## config.mk

```make
export PLATFORM = sky130hd
export DESIGN_NAME = pgw_walker
export DESIGN_NICKNAME = d
export VERILOG_FILES = /design/src/rtl/pgw_pkg.sv /design/src/rtl/pgw_addr_gen.sv /design/src/rtl/pgw_perm_check.sv /design/src/rtl/pgw_walker.sv
export SDC_FILE = /design/constraint.sdc
export NUM_CORES = 1
export LEC_CHECK = 0
export BUFFER_PORTS_ARGS = -buffer_cell sky130_fd_sc_hd__buf_4
export CAP_MARGIN = 20
export CELL_PAD_IN_SITES_DETAIL_PLACEMENT = 1
export CELL_PAD_IN_SITES_GLOBAL_PLACEMENT = 1
export CORE_MARGIN = 3
export CORE_UTILIZATION = 42
export DETAILED_ROUTE_END_ITERATION = 7
export PLACE_DENSITY_LB_ADDON = 0.15
export RECOVER_POWER = 100
export SYNTH_ARGS = -nofsm -noshare
export SYNTH_HDL_FRONTEND = slang
export SYNTH_HIERARCHICAL = 1
export SYNTH_SLANG_ARGS = --single-unit
```

## constraint.sdc

```tcl
create_clock -name clk -period 4.38 [get_ports clk]
set_clock_uncertainty 0.05 [all_clocks]
set_input_delay 0.219 -clock clk [delete_from_list [all_inputs] [get_ports clk]]
set_output_delay 0.219 -clock clk [all_outputs]
set_load 0.05 [all_outputs]
```

## src/rtl/pgw_pkg.sv

```systemverilog
package pgw_pkg;

    typedef enum logic [1:0] {
        ST_IDLE     = 2'd0,
        ST_FETCH_L1 = 2'd1,
        ST_FETCH_L2 = 2'd2,
        ST_DONE     = 2'd3
    } walk_state_e;

    // access kinds
    localparam logic [1:0] ACC_LOAD  = 2'd0;
    localparam logic [1:0] ACC_STORE = 2'd1;
    localparam logic [1:0] ACC_FETCH = 2'd2;

    // response codes
    localparam logic [1:0] RSP_OK         = 2'd0;
    localparam logic [1:0] RSP_PAGE_FAULT = 2'd1;
    localparam logic [1:0] RSP_PROT_FAULT = 2'd2;

    // flag positions inside a table word
    localparam int unsigned FLG_VALID = 0;
    localparam int unsigned FLG_READ  = 1;
    localparam int unsigned FLG_WRITE = 2;
    localparam int unsigned FLG_EXEC  = 3;
    localparam int unsigned FLG_DIRTY = 4;
    localparam int unsigned FLG_W     = FLG_DIRTY - FLG_READ + 1;

endpackage

```

## src/rtl/pgw_addr_gen.sv

```systemverilog
module pgw_addr_gen #(
    parameter int unsigned ADDR_W    = 32,
    parameter int unsigned OFF_W     = 12,
    parameter int unsigned IDX_W     = 10,
    parameter int unsigned WORD_LOG2 = 2
) (
    input  logic                    use_frame_i,
    input  logic [ADDR_W-1:0]       base_i,
    input  logic [ADDR_W-OFF_W-1:0] frame_i,
    input  logic [IDX_W-1:0]        idx_i,
    output logic [ADDR_W-1:0]       addr_o
);
    localparam int unsigned PAD_W = ADDR_W - IDX_W - WORD_LOG2;

    logic [ADDR_W-1:0] root;
    logic [ADDR_W-1:0] step;

    always_comb begin
        root   = use_frame_i ? {frame_i, {OFF_W{1'b0}}} : base_i;
        step   = {{PAD_W{1'b0}}, idx_i, {WORD_LOG2{1'b0}}};
        addr_o = root + step;
    end
endmodule

```

## src/rtl/pgw_perm_check.sv

```systemverilog
module pgw_perm_check
    import pgw_pkg::*;
(
    input  logic [FLG_W-1:0] flags_i,   // {dirty, exec, write, read}
    input  logic [1:0]       kind_i,
    output logic             allow_o
);
    always_comb begin
        unique case (kind_i)
            ACC_LOAD:  allow_o = flags_i[FLG_READ  - FLG_READ];
            ACC_STORE: allow_o = flags_i[FLG_WRITE - FLG_READ];
            ACC_FETCH: allow_o = flags_i[FLG_EXEC  - FLG_READ];
            default:   allow_o = 1'b0;
        endcase
    end
endmodule

```

## src/rtl/pgw_walker.sv

```systemverilog
module pgw_walker
    import pgw_pkg::*;
#(
    parameter int unsigned ADDR_W    = 32,
    parameter int unsigned OFF_W     = 12,
    parameter int unsigned IDX_W     = 10,
    parameter int unsigned WORD_LOG2 = 2
) (
    input  logic              clk,
    input  logic              rst_n,
    input  logic [31:0]       tbl_base_i,
    input  logic              req_valid_i,
    output logic              req_ready_o,
    input  logic [31:0]       req_vaddr_i,
    input  logic [1:0]        req_kind_i,
    output logic              rsp_valid_o,
    input  logic              rsp_ack_i,
    output logic [1:0]        rsp_status_o,
    output logic [31:0]       rsp_paddr_o,
    output logic [3:0]        rsp_perm_o,
    output logic              mem_req_o,
    output logic [31:0]       mem_addr_o,
    input  logic              mem_rvalid_i,
    input  logic [31:0]       mem_rdata_i
);
    localparam int unsigned FRAME_W = ADDR_W - OFF_W;
    localparam int unsigned HI_LSB  = OFF_W + IDX_W;

    typedef struct packed {
        walk_state_e        st;
        logic [ADDR_W-1:0]  va;
        logic [1:0]         kind;
        logic [ADDR_W-1:0]  base;
        logic [FRAME_W-1:0] frame;
        logic [1:0]         status;
        logic [ADDR_W-1:0]  paddr;
        logic [FLG_W-1:0]   perm;
    } walk_t;

    localparam walk_t WALK_RST = '{st: ST_IDLE, default: '0};

    walk_t walk_d, walk_q;

    logic [IDX_W-1:0]  sel_idx;
    logic [ADDR_W-1:0] entry_addr;
    logic              leaf_allow;
    logic              unused_rdata;

    assign unused_rdata = ^mem_rdata_i[OFF_W-1:FLG_DIRTY+1];

    assign sel_idx = (walk_q.st == ST_FETCH_L2) ? walk_q.va[HI_LSB-1:OFF_W]
                                                : walk_q.va[ADDR_W-1:HI_LSB];

    pgw_addr_gen #(
        .ADDR_W   (ADDR_W),
        .OFF_W    (OFF_W),
        .IDX_W    (IDX_W),
        .WORD_LOG2(WORD_LOG2)
    ) i_addr_gen (
        .use_frame_i(walk_q.st == ST_FETCH_L2),
        .base_i     (walk_q.base),
        .frame_i    (walk_q.frame),
        .idx_i      (sel_idx),
        .addr_o     (entry_addr)
    );

    pgw_perm_check i_perm_check (
        .flags_i(mem_rdata_i[FLG_DIRTY:FLG_READ]),
        .kind_i (walk_q.kind),
        .allow_o(leaf_allow)
    );

    always_comb begin
        walk_d = walk_q;
        unique case (walk_q.st)
            ST_IDLE: begin
                if (req_valid_i) begin
                    walk_d.st     = ST_FETCH_L1;
                    walk_d.va     = req_vaddr_i;
                    walk_d.kind   = req_kind_i;
                    walk_d.base   = tbl_base_i;
                    walk_d.status = RSP_OK;
                    walk_d.paddr  = '0;
                    walk_d.perm   = '0;
                end
            end
            ST_FETCH_L1: begin
                if (mem_rvalid_i) begin
                    if (!mem_rdata_i[FLG_VALID]) begin
                        walk_d.status = RSP_PAGE_FAULT;
                        walk_d.st     = ST_DONE;
                    end else begin
                        walk_d.frame = mem_rdata_i[ADDR_W-1:OFF_W];
                        walk_d.st    = ST_FETCH_L2;
                    end
                end
            end
            ST_FETCH_L2: begin
                if (mem_rvalid_i) begin
                    walk_d.st = ST_DONE;
                    if (!mem_rdata_i[FLG_VALID]) begin
                        walk_d.status = RSP_PAGE_FAULT;
                    end else if (!leaf_allow) begin
                        walk_d.status = RSP_PROT_FAULT;
                    end else begin
                        walk_d.status = RSP_OK;
                        walk_d.paddr  = {mem_rdata_i[ADDR_W-1:OFF_W], walk_q.va[OFF_W-1:0]};
                        walk_d.perm   = mem_rdata_i[FLG_DIRTY:FLG_READ];
                    end
                end
            end
            ST_DONE: begin
                if (rsp_ack_i) walk_d.st = ST_IDLE;
            end
            default: walk_d.st = ST_IDLE;
        endcase
    end

    always_ff @(posedge clk or negedge rst_n) begin
        if (!rst_n) walk_q <= WALK_RST;
        else        walk_q <= walk_d;
    end

    assign req_ready_o  = (walk_q.st == ST_IDLE);
    assign rsp_valid_o  = (walk_q.st == ST_DONE);
    assign rsp_status_o = walk_q.status;
    assign rsp_paddr_o  = walk_q.paddr;
    assign rsp_perm_o   = walk_q.perm;
    assign mem_req_o    = (walk_q.st == ST_FETCH_L1) || (walk_q.st == ST_FETCH_L2);
    assign mem_addr_o   = entry_addr;

endmodule

```

# [Word-level counts from Yosys, hierarchy flattened]
# Cells that the tools add are included.
[totals] ff_bits=126 in_bits=103 output_inout_bits=73 word_cells=50
[op_classes] addsub=1 eq_ne=12 mux=19 n_reduce_logical=10
[ops] cell="$mux W38" count=2
[ops] cell="$mux W36" count=2
[ops] cell="$pmux W36 S2" count=1
[ops] cell="$mux W68" count=1
[ops] cell="$add A32 B12 Y32" count=1
[ops] cell="$mux W32" count=1
[ops] cell="$mux W2" count=7
[ops] cell="$ne A2 B2 Y1 const B" count=6
[ops] cell="$mux W10" count=1
[ops] cell="$reduce_and A5 Y1" count=2
[ops] cell="$pmux W2 S4" count=1
[ops] cell="$eq A2 B2 Y1 const B" count=3
[ops] cell="$pmux W2 S3" count=1
[ops] cell="$eq A2 B1 Y1 const B" count=2
[ops] cell="$logic_not A2 Y1" count=2
[ops] cell="$reduce_and A4 Y1" count=1
[ops] cell="$pmux W1 S3" count=1
[ops] cell="$reduce_and A3 Y1" count=1
[ops] cell="$reduce_bool A3 Y1" count=1
[ops] cell="$ne A2 B1 Y1 const B" count=1
[ops] cell="$reduce_and A2 Y1" count=1
[ops] cell="$reduce_bool A2 Y1" count=1
[ops] cell="$logic_or A1 B1 Y1" count=1
[ops] cell="$mux W1" count=1

# [Longest topological paths before layout]
[depth] ltp_word=6 ltp_mapped=18 mapped_depth_nobuf=13

# [Hierarchy]
# The synthesis kept the hierarchy.
[modules_own_cells] mod="pgw_walker" instances=1 cells_each=419 area_per_inst_um2=5536.6 seq_area_each_um2=3153.0
[modules_own_cells] mod="pgw_addr_gen" instances=1 cells_each=193 area_per_inst_um2=1395.1 seq_area_each_um2=0.0
[modules_own_cells] mod="pgw_perm_check" instances=1 cells_each=3 area_per_inst_um2=22.5 seq_area_each_um2=0.0

# [Worst setup path before layout]
# Ideal clock, no wire load.
[synth_timing] path_type="register to output" start="reg walk_q[124] in the netlist's numbering" end="out mem_addr_o[30]" t_arrival_ns=3.944 t_required_ns=4.111 slack_ns=0.167 path_stages_with_launch=19 path_buffers=5 cell_sequence="dfrtp_1 > inv_1 > ha_1 > buf_6 > buf_4 > buf_2 > buf_1 > nor2b_1 > ha_1 > inv_1 > fa_1 > nor2b_4 > o31a_4 > nor4_4 > o31ai_2 > and3_1 > buf_6 > nand4_1 > xor2_1"
[synth_between] elab_chain_cells=3 word_cells_on_any_way=4 cone_classes="add/sub: 1; eq/ne: 1; mux: 2"
[synth_rtl] element="from (decl)" line="pgw_walker.sv:42" source="walk_t walk_d, walk_q;"
[synth_rtl] element="from (signal assigned)" line="pgw_walker.sv:121" source="else walk_q <= walk_d;"
[synth_rtl] element="$eq A2 B2 Y1 *" line="pgw_walker.sv:51, pgw_walker.sv:60"
[synth_rtl] element="$mux W32 / $mux W10 (equally long branches)" line="pgw_addr_gen.sv:19, pgw_walker.sv:51"
[synth_rtl] element="$add A32 B12 Y32 *" line="pgw_addr_gen.sv:21" source="addr_o = root + step;"
[synth_rtl] element="to (decl)" line="pgw_walker.sv:22" source="output logic [31:0] mem_addr_o,"
# Every way passes the cells marked *; elsewhere a longest branch is shown, timed or not.

# [Worst setup path in the final report]
[layout_timing] start="reg walk_q[124] in the netlist's numbering" end="out mem_addr_o[28]"
# Same word-level chain as after synthesis.

==> impl_metrics.csv <==
group,metric,value,unit
outcome,status,"complete, but fails checks",
outcome,violations,"capacitance limit, slew limit",
worst_setup_path,crit_type,"reg -> out",
floorplan,dieArea,0.0181,sq mm
synth,synthTopCellsByArea,"dfrtp_1 (45%), mux2_2 (16%), mux2i_1 (7.1%)",
worst_setup_path,reg2reg_slack,0.65,ns
cts,cts_tree,"built",
synth,seq_area_frac_synth,45.3,%
worst_setup_path,cp_max_fo,10,
floorplan,die_height,135,microns
sta,setup_viol,0,
synth,yosys_warnings,6,
sta,slew_headroom,-31.0,%
grt,grt_max_degree,80,
synth,postSynthAreaPerCell,11.3,sq um
sta,rsz0062_at_grt,"no",
routing,wl,19100,microns
grt,grt_usage,21.5,%
place,placed_area,0.00806,sq mm
routing,wl_per_cell,18.2,microns
routing,routed-via-count,5248,
floorplan,fp-row-count,46,
synth,netlist_area,0.00695,sq mm
layout,nFillCells,1727,
synth,synth_cells,615,
synth,synth_top_area_share,45.3,%
cts,clk_pin_slew,0.05,ns
place,io_buffers,168,
floorplan,start_util,43.3,%
grt,grt_antenna_before_repair,0,
cts,numClockSinks,126,
sta,layout_setup_ws,0.234,ns
layout,antennaDiodeCount,0,
worst_setup_path,critPathCapture,"mem_addr_o[28]",
place,post-dp-hpwl,12700,microns
routing,antenna_left,0,
worst_setup_path,reg2reg_depth,6,
synth,ys.flop_type,"dfrtp_1",
routing,drt_pre_antenna_iters,4,
floorplan,dieWidth,135,microns
sta,fin_crit_sh,94.6,%
worst_setup_path,r2r_start,"walk_q[124]",
sta,period_minus_slack,4.15,ns
grt,grt_pass1_wl,30800,microns
sta,tns,0,ns
synth,synth-edff-count,0,
synth,yosys.area.top_type,"dfrtp_1",
grt,gr-total-overflow,0,
floorplan,core,0.0161,sq mm
cts,insertion_delay,0.41,ns
place,dp.cells,940,
synth,synth_nets,736,
layout,fin_cells,1045,
routing,first_iter_violations,148,
layout,area_growth,30.9,%
sta,max_freq,241,MHz
synth,ys_seq_elements,126,
hold_path,hold_path_class,"in -> reg",
job,drv_cap,3,
worst_setup_path,crit_start,"walk_q[124]",
worst_setup_path,rr_endpoint,"rsp_paddr_o[18]",
sta,worst_slew_pin_slew,1.97,ns
place,gp_congestion,0.823,
layout,fin_area,0.00910,sq mm
hold_path,hold_depth,2,
routing,avgViaCountPerCell,5.02,
layout,drive_gt1_share,31.2,%
routing,drcViolationCount,0,
worst_setup_path,end_kind,"output port",
synth,yosys.cell_types.count,56,
cts,cts_buffers,17,
grt,grt_pass1_vias,5758,
worst_setup_path,required,4.11,ns
worst_setup_path,worstPathArrival,3.88,ns
sta,drv_slew,190,
synth,async_flop_share,100,%
worst_setup_path,critPathLaunchType,"flip-flop",
cts,cts_max_path_buffers,2,
floorplan,ios,176,
place,post-place-ws,0.177,ns
sta,hold_viol,0,
cts,htreeDepth,4,
cts,ctsRootBufferMaster,"clkbuf_16",
layout,fin_nets,939,
final cells by class:
cell class,instances,area (sq um),area share [%]
repair buffers,249,1810,19.8
flip-flops and latches,126,3150,34.6
inverters,49,184,2.02
well taps,216,270,2.97
multi-input cells,375,3160,34.7
clock buffers,23,468,5.14
clock inverters,7,65.1,0.715
worst min path at each step:
stage / end / start
floorplan: rsp_paddr_o[0] / rst_n
global route: walk_q[97] / req_vaddr_i[5]
global placement: rsp_paddr_o[22] / rst_n
detailed placement: rsp_paddr_o[22] / rst_n
finish: walk_q[79] / tbl_base_i[21]
CTS: walk_q[38] / mem_rdata_i[12]
cells in the final DEF (no fill, tap or decap), types with 2 or more instances in the layout:
cell	instances
a21oi_1	16
a31oi_1	3
a32o_1	6
a32oi_1	3
buf_2	2
buf_4	103
clkbuf_1	58
clkbuf_16	17
clkbuf_2	18
clkbuf_8	2
clkinv_2	4
clkinvlp_4	2
dfrtp_1	126
dlygate4sd3_1	71
ha_1	16
inv_1	49
mux2_1	2
mux2_2	96
mux2i_1	49
nand2_1	56
nand2b_1	6
nand3_1	8
nand4_1	4
nor2_1	8
nor2b_1	21
nor3_1	5
nor4_1	2
o2111ai_1	4
o21a_1	3
o21ai_0	9
xnor2_1	14
xor2_1	15
sequential cells by signal, indices dropped and copies added (netlist names):
register	cells
walk_q	88
rsp_paddr_o	32
rsp_perm_o	4
rsp_status_o	2
layer usage:
metal	vias up	global-route usage, %	routed length, microns
li1	2464	-	-
met1	2614	25.4	7680
met2	132	39.4	10200
met3	38	3.99	736
met4	0	7.13	437
met5	-	0	0
stage by stage:
stage,utilization (%),hold WS [ns]
after floorplan,-,-0.127
after global placement,50.2,0.246
after detailed placement,50.2,0.263
after CTS,58.0,0.0000284
after global routing,56.7,0.00322
final,56.7,0.00956
worst max-delay path: stages (launching register included):
cell and delay (ns):
dfrtp_1 0.40, inv_1 0.14, ha_4 0.24, buf_12 0.15, nor2b_1 0.13, ha_1 0.19, inv_1 0.05, fa_1 0.44
nor2b_4 0.15, o31a_4 0.16, nor4_4 0.05, o31ai_2 0.40, and3_4 0.36, nand3_1 0.12, xor2_1 0.19, buf_2 0.29
cell families (layout without fill, tap and decap cells):
| logic type | after synthesis | in the layout | share of synthesized area [%] |
|---|---|---|---|
| multiplexers | 147 | 147 | 22.9 |
| flip-flops | 126 | 126 | 45.3 |
| AND/OR/NAND/NOR | 123 | 123 | 9.01 |
| buffers and inverters | 114 | 328 | 9.63 |
| AO/OA/AOI/OAI | 58 | 58 | 6.10 |
| XOR/XNOR | 29 | 29 | 3.65 |
| adder cells (fa/ha/maj) | 18 | 18 | 3.35 |
cell usage after synthesis (2+ instances only):
library cell	count
o21ai_0	9
o2111ai_1	4
nor2b_1	21
nand3_1	8
a32o_1	6
mux2i_1	49
nor3_1	5
buf_2	11
nor4_1	2
inv_1	49
buf_12	3
nand2b_1	6
o21a_1	3
a21oi_1	16
buf_1	2
buf_6	2
nand2_1	57
dfrtp_1	126
mux2_2	98
a31oi_1	3
and3_1	2
ha_1	17
a32oi_1	3
clkbuf_1	5
buf_4	40
nand4_1	4
xor2_1	15
xnor2_1	14
nor2_1	8
repair_timing:
item	CTS	global route
endpoints found under the setup margin	8	8
endpoints found under the hold margin	148	0
resized for setup	2	1
pin swaps	0	0
hold buffers	71	0
setup buffers	0	3
Power is left out: the tool's default activity adds up to more than one toggle a clock period on the data nets, which glitch-free logic cannot reach.
